File: src/rtl/bus_stuck_pkg.sv
package bus_stuck_pkg;
    typedef enum logic [2:0] {
        RS_IDLE,
        RS_LOW,
        RS_HIGH,
        RS_STOP_SETUP,
        RS_STOP_SCL,
        RS_STOP_SDA
    } rec_state_e;

    localparam int unsigned RECOVER_PULSES = 9;
endpackage

File: src/rtl/bus_tick_gen.sv
module bus_tick_gen #(
    parameter int unsigned CLK_PER_TICK = 100000
) (
    input  logic clk,
    input  logic rst_n,
    output logic tick
);
    localparam int unsigned CW = (CLK_PER_TICK > 1) ? $clog2(CLK_PER_TICK) : 1;
    localparam logic [CW-1:0] LAST = CW'(CLK_PER_TICK - 1);

    typedef struct packed {
        logic [CW-1:0] cnt;
        logic          tick;
    } tick_st_t;

    tick_st_t st_d, st_q;

    always_comb begin
        st_d = st_q;
        if (st_q.cnt == LAST) begin
            st_d.cnt  = '0;
            st_d.tick = 1'b1;
        end else begin
            st_d.cnt  = st_q.cnt + 1'b1;
            st_d.tick = 1'b0;
        end
    end

    always_ff @(posedge clk or negedge rst_n) begin
        if (!rst_n) st_q <= '0;
        else        st_q <= st_d;
    end

    assign tick = st_q.tick;

    if (CLK_PER_TICK > 1) begin : g_chk
        // ticks are isolated single-cycle pulses
        a_r1_tick_single: assert property (@(posedge clk) disable iff (!rst_n)
            tick |=> !tick);
    end
endmodule

File: src/rtl/low_span_timer.sv
module low_span_timer #(
    parameter int unsigned LIM_W = 16
) (
    input  logic             clk,
    input  logic             rst_n,
    input  logic             line_in,
    input  logic             tick,
    input  logic             clear,
    input  logic [LIM_W-1:0] limit,
    output logic             expired
);
    typedef struct packed {
        logic [1:0]       sync;
        logic [LIM_W-1:0] cnt;
    } tmr_st_t;

    tmr_st_t st_d, st_q;
    logic    line_s;

    assign line_s = st_q.sync[1];

    always_comb begin
        st_d      = st_q;
        st_d.sync = {st_q.sync[0], line_in};
        if (clear || line_s) begin
            st_d.cnt = '0;
        end else if (tick && (st_q.cnt < limit)) begin
            st_d.cnt = st_q.cnt + 1'b1;
        end
    end

    always_ff @(posedge clk or negedge rst_n) begin
        if (!rst_n) begin
            st_q.sync <= 2'b11;
            st_q.cnt  <= '0;
        end else begin
            st_q <= st_d;
        end
    end

    assign expired = !line_s && !clear && (st_q.cnt >= limit);

    // a high sample restarts the span
    a_r4_high_restarts: assert property (@(posedge clk) disable iff (!rst_n)
        line_s |=> (st_q.cnt == '0));
    // the span grows by one step at most, or restarts
    a_r1_single_step: assert property (@(posedge clk) disable iff (!rst_n)
        (st_q.cnt != $past(st_q.cnt)) |->
            ((st_q.cnt == $past(st_q.cnt) + 1'b1) || (st_q.cnt == '0)));
endmodule

File: src/rtl/bus_recover_seq.sv
module bus_recover_seq
    import bus_stuck_pkg::*;
#(
    parameter int unsigned HALF_PER = 250
) (
    input  logic clk,
    input  logic rst_n,
    input  logic start,
    output logic scl_pull,
    output logic sda_pull,
    output logic busy,
    output logic done
);
    localparam int unsigned HW = (HALF_PER > 1) ? $clog2(HALF_PER) : 1;
    localparam logic [HW-1:0] HALF_LAST = HW'(HALF_PER - 1);
    localparam logic [3:0] LAST_PULSE = 4'(RECOVER_PULSES - 1);

    typedef struct packed {
        rec_state_e    st;
        logic [HW-1:0] tmr;
        logic [3:0]    pulses;
        logic          done;
    } seq_st_t;

    seq_st_t st_d, st_q;
    logic    tmr_end;

    assign tmr_end = (st_q.tmr == HALF_LAST);

    always_comb begin
        st_d      = st_q;
        st_d.done = 1'b0;
        if (st_q.st == RS_IDLE) begin
            if (start) begin
                st_d.st     = RS_LOW;
                st_d.tmr    = '0;
                st_d.pulses = '0;
            end
        end else if (!tmr_end) begin
            st_d.tmr = st_q.tmr + 1'b1;
        end else begin
            st_d.tmr = '0;
            case (st_q.st)
                RS_LOW:        st_d.st = (st_q.pulses == LAST_PULSE) ? RS_STOP_SETUP : RS_HIGH;
                RS_HIGH: begin
                    st_d.st     = RS_LOW;
                    st_d.pulses = st_q.pulses + 1'b1;
                end
                RS_STOP_SETUP: st_d.st = RS_STOP_SCL;
                RS_STOP_SCL:   st_d.st = RS_STOP_SDA;
                RS_STOP_SDA: begin
                    st_d.st   = RS_IDLE;
                    st_d.done = 1'b1;
                end
                default:       st_d.st = RS_IDLE;
            endcase
        end
    end

    always_ff @(posedge clk or negedge rst_n) begin
        if (!rst_n) begin
            st_q.st     <= RS_IDLE;
            st_q.tmr    <= '0;
            st_q.pulses <= '0;
            st_q.done   <= 1'b0;
        end else begin
            st_q <= st_d;
        end
    end

    assign scl_pull = (st_q.st == RS_LOW) || (st_q.st == RS_STOP_SETUP);
    assign sda_pull = (st_q.st == RS_STOP_SETUP) || (st_q.st == RS_STOP_SCL);
    assign busy     = (st_q.st != RS_IDLE);
    assign done     = st_q.done;

    // data is only grabbed under a low clock
    a_r8_grab_under_low_clock: assert property (@(posedge clk) disable iff (!rst_n)
        $rose(sda_pull) |-> scl_pull);
    // data is only let go under a released clock
    a_r8_stop_release: assert property (@(posedge clk) disable iff (!rst_n)
        $fell(sda_pull) |-> !scl_pull);
    // pulse counter stays inside the nine pulses
    a_r7_pulse_bound: assert property (@(posedge clk) disable iff (!rst_n)
        st_q.pulses < 4'(RECOVER_PULSES));
    // completion only follows the stop phase
    a_r9_done_after_stop: assert property (@(posedge clk) disable iff (!rst_n)
        done |-> $past(st_q.st == RS_STOP_SDA));
endmodule

File: src/rtl/bus_stuck_guard.sv
module bus_stuck_guard #(
    parameter int unsigned CLK_PER_TICK    = 100000,
    parameter int unsigned LIM_W           = 16,
    parameter int unsigned SCL_LIMIT_RST   = 35,
    parameter int unsigned SDA_LIMIT_TICKS = 1000,
    parameter int unsigned HALF_PER        = 250
) (
    input  logic             clk,
    input  logic             rst_n,
    input  logic             scl_in,
    input  logic             sda_in,
    input  logic             scl_limit_wr,
    input  logic [LIM_W-1:0] scl_limit_val,
    input  logic             scl_irq_en,
    input  logic             sda_irq_en,
    input  logic             port_reset_req,
    output logic             scl_pull,
    output logic             sda_pull,
    output logic             recover_busy,
    output logic             scl_stuck_irq,
    output logic             sda_stuck_irq
);
    localparam logic [LIM_W-1:0] SCL_LIM_INIT = LIM_W'(SCL_LIMIT_RST);
    localparam logic [LIM_W-1:0] SDA_LIM      = LIM_W'(SDA_LIMIT_TICKS);

    typedef struct packed {
        logic [LIM_W-1:0] scl_lim;
        logic             scl_flag;
        logic             sda_flag;
    } guard_st_t;

    guard_st_t st_d, st_q;
    logic tick, scl_exp, sda_exp, rec_done, tmr_clear;

    assign tmr_clear = recover_busy || rec_done;

    bus_tick_gen #(.CLK_PER_TICK(CLK_PER_TICK)) i_tick (
        .clk(clk), .rst_n(rst_n), .tick(tick)
    );

    low_span_timer #(.LIM_W(LIM_W)) i_scl_tmr (
        .clk(clk), .rst_n(rst_n), .line_in(scl_in), .tick(tick),
        .clear(tmr_clear), .limit(st_q.scl_lim), .expired(scl_exp)
    );

    low_span_timer #(.LIM_W(LIM_W)) i_sda_tmr (
        .clk(clk), .rst_n(rst_n), .line_in(sda_in), .tick(tick),
        .clear(tmr_clear), .limit(SDA_LIM), .expired(sda_exp)
    );

    bus_recover_seq #(.HALF_PER(HALF_PER)) i_seq (
        .clk(clk), .rst_n(rst_n), .start(port_reset_req),
        .scl_pull(scl_pull), .sda_pull(sda_pull),
        .busy(recover_busy), .done(rec_done)
    );

    always_comb begin
        st_d = st_q;
        if (scl_limit_wr) st_d.scl_lim = scl_limit_val;
        if (rec_done) begin
            st_d.scl_flag = 1'b0;
            st_d.sda_flag = 1'b0;
        end else begin
            st_d.scl_flag = st_q.scl_flag || (scl_exp && scl_irq_en);
            st_d.sda_flag = st_q.sda_flag || (sda_exp && sda_irq_en);
        end
    end

    always_ff @(posedge clk or negedge rst_n) begin
        if (!rst_n) begin
            st_q.scl_lim  <= SCL_LIM_INIT;
            st_q.scl_flag <= 1'b0;
            st_q.sda_flag <= 1'b0;
        end else begin
            st_q <= st_d;
        end
    end

    assign scl_stuck_irq = st_q.scl_flag;
    assign sda_stuck_irq = st_q.sda_flag;

    // an interrupt only rises while its enable was set
    a_r5_scl_armed: assert property (@(posedge clk) disable iff (!rst_n)
        $rose(scl_stuck_irq) |-> $past(scl_irq_en));
    a_r5_sda_armed: assert property (@(posedge clk) disable iff (!rst_n)
        $rose(sda_stuck_irq) |-> $past(sda_irq_en));
    // latched interrupts hold until recovery completes
    a_r6_scl_hold: assert property (@(posedge clk) disable iff (!rst_n)
        (scl_stuck_irq && !rec_done) |=> scl_stuck_irq);
    a_r6_sda_hold: assert property (@(posedge clk) disable iff (!rst_n)
        (sda_stuck_irq && !rec_done) |=> sda_stuck_irq);
    // completion clears both interrupts
    a_r9_clear: assert property (@(posedge clk) disable iff (!rst_n)
        rec_done |=> (!scl_stuck_irq && !sda_stuck_irq));
    // no interrupt rises while recovery runs
    a_r9_quiet_busy: assert property (@(posedge clk) disable iff (!rst_n)
        recover_busy |=> !$rose(scl_stuck_irq) && !$rose(sda_stuck_irq));
endmodule

File: config.mk
export PLATFORM = sky130hd
export DESIGN_NAME = bus_stuck_guard
export DESIGN_NICKNAME = d
export VERILOG_FILES = /design/src/rtl/bus_stuck_pkg.sv /design/src/rtl/bus_tick_gen.sv /design/src/rtl/low_span_timer.sv /design/src/rtl/bus_recover_seq.sv /design/src/rtl/bus_stuck_guard.sv
export SDC_FILE = /design/constraint.sdc
export NUM_CORES = 1
export LEC_CHECK = 0
export ABC_CLOCK_PERIOD_IN_PS = 4200
export CAP_MARGIN = 15
export CORE_MARGIN = 1.5
export CORE_UTILIZATION = 50
export CTS_CLUSTER_DIAMETER = 150
export DETAILED_ROUTE_END_ITERATION = 8
export DONT_BUFFER_PORTS = 1
export GPL_ROUTABILITY_DRIVEN = 0
export GPL_TIMING_DRIVEN = 0
export PLACE_DENSITY_LB_ADDON = 0.1
export SLEW_MARGIN = 30
export SYNTH_ARGS = -nofsm -noshare
export SYNTH_HDL_FRONTEND = slang
export SYNTH_SLANG_ARGS = --single-unit
File: constraint.sdc
create_clock -name clk -period 4.2 [get_ports clk]
set_input_delay 0.84 -clock clk [delete_from_list [all_inputs] [get_ports clk]]
set_output_delay 0.84 -clock clk [all_outputs]
set_load 0.005 [all_outputs]
==> flow_summary.ini <==
[run_status]
status = finished, final reports clean

[floorplan]
start_util_pct = 52.36
fp.dieH_um = 96.23
pin_count = 29
coreArea_um2 = 8299
die_width_um = 96.23
die_area_um2 = 9259
rows = 33

[detailed_routing]
wl_per_cell_um = 14.81
post-route-drc-count = 0
firstDrtPassIters = 4
vias_per_cell = 5.697
num_vias = 3236
ant_nets = 0
drt-initial-drc-count = 176
drt_wl_total_mm = 8.413

[power]
peakVddDrop_v = 0.0001860
p_leak_nw = 2.048
p_total_mw = 1.753
seq_power_share_pct = 53.9
clkPwrFrac_pct = 38.2
powerDensity_nw_per_um2 = 371.9
power.switching_uw = 452.8
swShare_pct = 25.84
pwr-share-comb_pct = 7.9
p_int_mw = 1.300

[synth]
ys_seq_area_share_pct = 50.88
avgSynthCellArea_um2 = 9.721
synth_cell_types = 42
netlist_area_um2 = 4345
ys_ff_latch = 88
synth_warnings = 0
synth_edf_count = 0
ys.flop_type = dfrtp_1
synthArstFlopShare_pct = 100.0
synth_nets = 495
syn_inst = 447

[sta]
finalHoldViolCount = 0
post-route-period-util_pct = 64.56
worstMarginPinSlew_ns = 0.7929
relSlewSlack_pct = 46.74
setup_viol = 0
slew_violations = 0
layout_min_cycle_time_ns = 2.712
skew_ns = 0.01011
rsz0062_at_grt = no
fin_tns_setup_ns = 0
worst_hold_slack_ns = 0.1618
clock.fmax_mhz = 368.8

[cts]
cts_buffer_depth = 2
numCtsBuffers = 9
cts-resized-gates = 0
clk_pin_slew_ns = 0.10
clock_sink_count = 88
cts_tree = done
clock-root-buffer = clkbuf_8
cts_hold_buf = 0
clk_latency_ns = 0.37
htreeDepth = 3
cts_setup_buffers = 0

[place]
placed_area_um2 = 4477
dp_hpwl_mm = 5.834
port_buffers = 0

[critical_path]
worstSetupPathType = reg2reg
r2r_setup_slack_ns = 1.49
critPathCaptureType = flip-flop
rr_worst_depth = 9
r2r_end = i_scl_tmr.st_q[1]
critPathLaunchType = flip-flop
worstPathMaxFanout = 10
r2r_start = i_scl_tmr.st_q[15]
cp_data_required_time_ns = 4.44
startpoint = i_scl_tmr.st_q[15]
arrival_ns = 2.95

[grt]
grt_pass1_wl_mm = 14.15
antenna_found_initial = 0
grt_pass1_vias = 2942
globalRouteTotalUtil_pct = 20.31
grt_max_degree = 89
grt_overflow_total = 0

[final_layout]
diodes = 0
layout.nets = 506
syn2layout_area_growth_pct = 8.437
drive_gt1_share_pct = 6.479
finalInstanceArea_um2 = 4712

[run]
maxCapViolations = 0

[min_path]
hold_path.class = in2async
-- placed cells by master, fill, tap and decap left out, types with 11 or more instances in the layout --
cell type  instances
a21oi_1           27
and3_1            11
dfrtp_1           81
ha_1              24
inv_1             31
nand2_1           36
nand3_1           20
nand4_1           16
nor2_1            36
o21ai_0           41
xnor2_1           13
xor2_1            14
-- kinds of logic (layout without fill, tap and decap cells) --
| group | after synthesis | in the layout | share of synthesized area, % |
|---|---|---|---|
| and+or+nand+nor | 165 | 165 | 19.38 |
| AOI/OAI and AO/OA | 94 | 94 | 12.32 |
| DFF | 88 | 88 | 50.88 |
| buffers and inverters | 46 | 62 | 4.348 |
| xor gates and xnor gates | 27 | 27 | 5.442 |
| adders and majority gates | 24 | 24 | 6.910 |
| muxes | 3 | 3 | 0.7198 |
-- flip-flops by register name (all words and copies together) (netlist names) --
register          count
sda_stuck_irq         1
i_scl_tmr.st_q       16
i_sda_tmr.line_s      1
i_seq.done            1
i_tick.st_q          17
i_sda_tmr.st_q       16
i_scl_tmr.st_d        1
i_seq.st_q           15
i_sda_tmr.st_d        1
st_q                 16
i_tick.tick           1
i_scl_tmr.line_s      1
scl_stuck_irq         1
-- how the worst max path moves through the flow --
| stage | end | slack [ns] | cells past startpoint |
|---|---|---|---|
| 2_1_floorplan | i_scl_tmr.st_q[10] | 1.85 | 9 |
| 3_3_place_gp | i_scl_tmr.st_q[1] | 1.60 | 9 |
| 3_5_place_dp | i_scl_tmr.st_q[1] | 1.53 | 9 |
| 4_1_cts | i_scl_tmr.st_q[1] | 1.51 | 9 |
| 5_1_grt | i_scl_tmr.st_q[1] | 1.22 | 9 |
| 6_report | i_scl_tmr.st_q[1] | 1.49 | 9 |
-- per-layer routing --
| layer | track usage (%) | vias to the layer above | wire [um] |
|---|---|---|---|
| li1 | - | 1596 | - |
| met1 | 28.72 | 1565 | 4188 |
| met2 | 29.40 | 68 | 3605 |
| met3 | 5.529 | 7 | 507 |
| met4 | 8.211 | 0 | 112 |
| met5 | 0 | - | 0 |
-- critical path, cell delays in order (launching register included) --
cell and delay (ns):
dfrtp_1 0.41, ha_1 0.34, nand4_1 0.17, nor4_1 0.55
a21boi_0 0.32, or3_1 0.17, buf_6 0.13, buf_2 0.23
mux2i_1 0.22, nor2_1 0.05
-- cells in the mapped netlist, drive strengths merged, types with 2 or more instances --
cell,instances,area (um2)
inv,32,120.1
nor2,36,135.1
nand3,20,100.1
and2,6,37.54
or4,9,67.56
a21boi,2,15.01
nand2,36,135.1
mux2i,2,20.02
nor4b,2,17.52
clkbuf,10,37.54
xor2,14,122.6
ha,24,300.3
nor3,8,40.04
or3,10,62.56
nand2b,2,12.51
o21ai,42,210.2
o211ai,2,15.01
and3,11,68.82
dfstp,7,183.9
nor4,4,31.28
a31oi,5,31.28
buf,4,31.27
a21oi,28,143.9
o31ai,10,75.07
dfrtp,81,2027
xnor2,13,113.9
nor2b,3,18.77
nand4,16,100.1
-- power by group through the flow --
stage                     combinational (mW)  sequential, mW  clock, mW
after global routing                   0.163           0.953      0.722
after floorplan                        0.111           0.949          0
after detailed placement               0.139           0.959          0
final                                  0.138           0.945      0.670
after CTS                              0.138           0.944      0.682
after global placement                 0.132           0.958          0
-- per-stage QoR --
stage | util [%] | worst slack, ns | instances
after floorplan | - | 1.846 | 447
after global placement | 53.94 | 1.597 | 552
after detailed placement | 53.94 | 1.533 | 552
after CTS | 56.67 | 1.510 | 568
after global routing | 56.78 | 1.222 | 568
final | 56.78 | 1.488 | 568
-- final cells by class --
cell class,instances,area [um2]
fillers,712,3587
flip-flops and latches,88,2211
multi-input cells,313,1954
well taps,105,131.4
clock buffers,9,123.9
inverters,32,120.1
clock inverters,7,102.6
plain buffers,14,68.82
No activity file was read; power rests on OpenSTA's default activity.
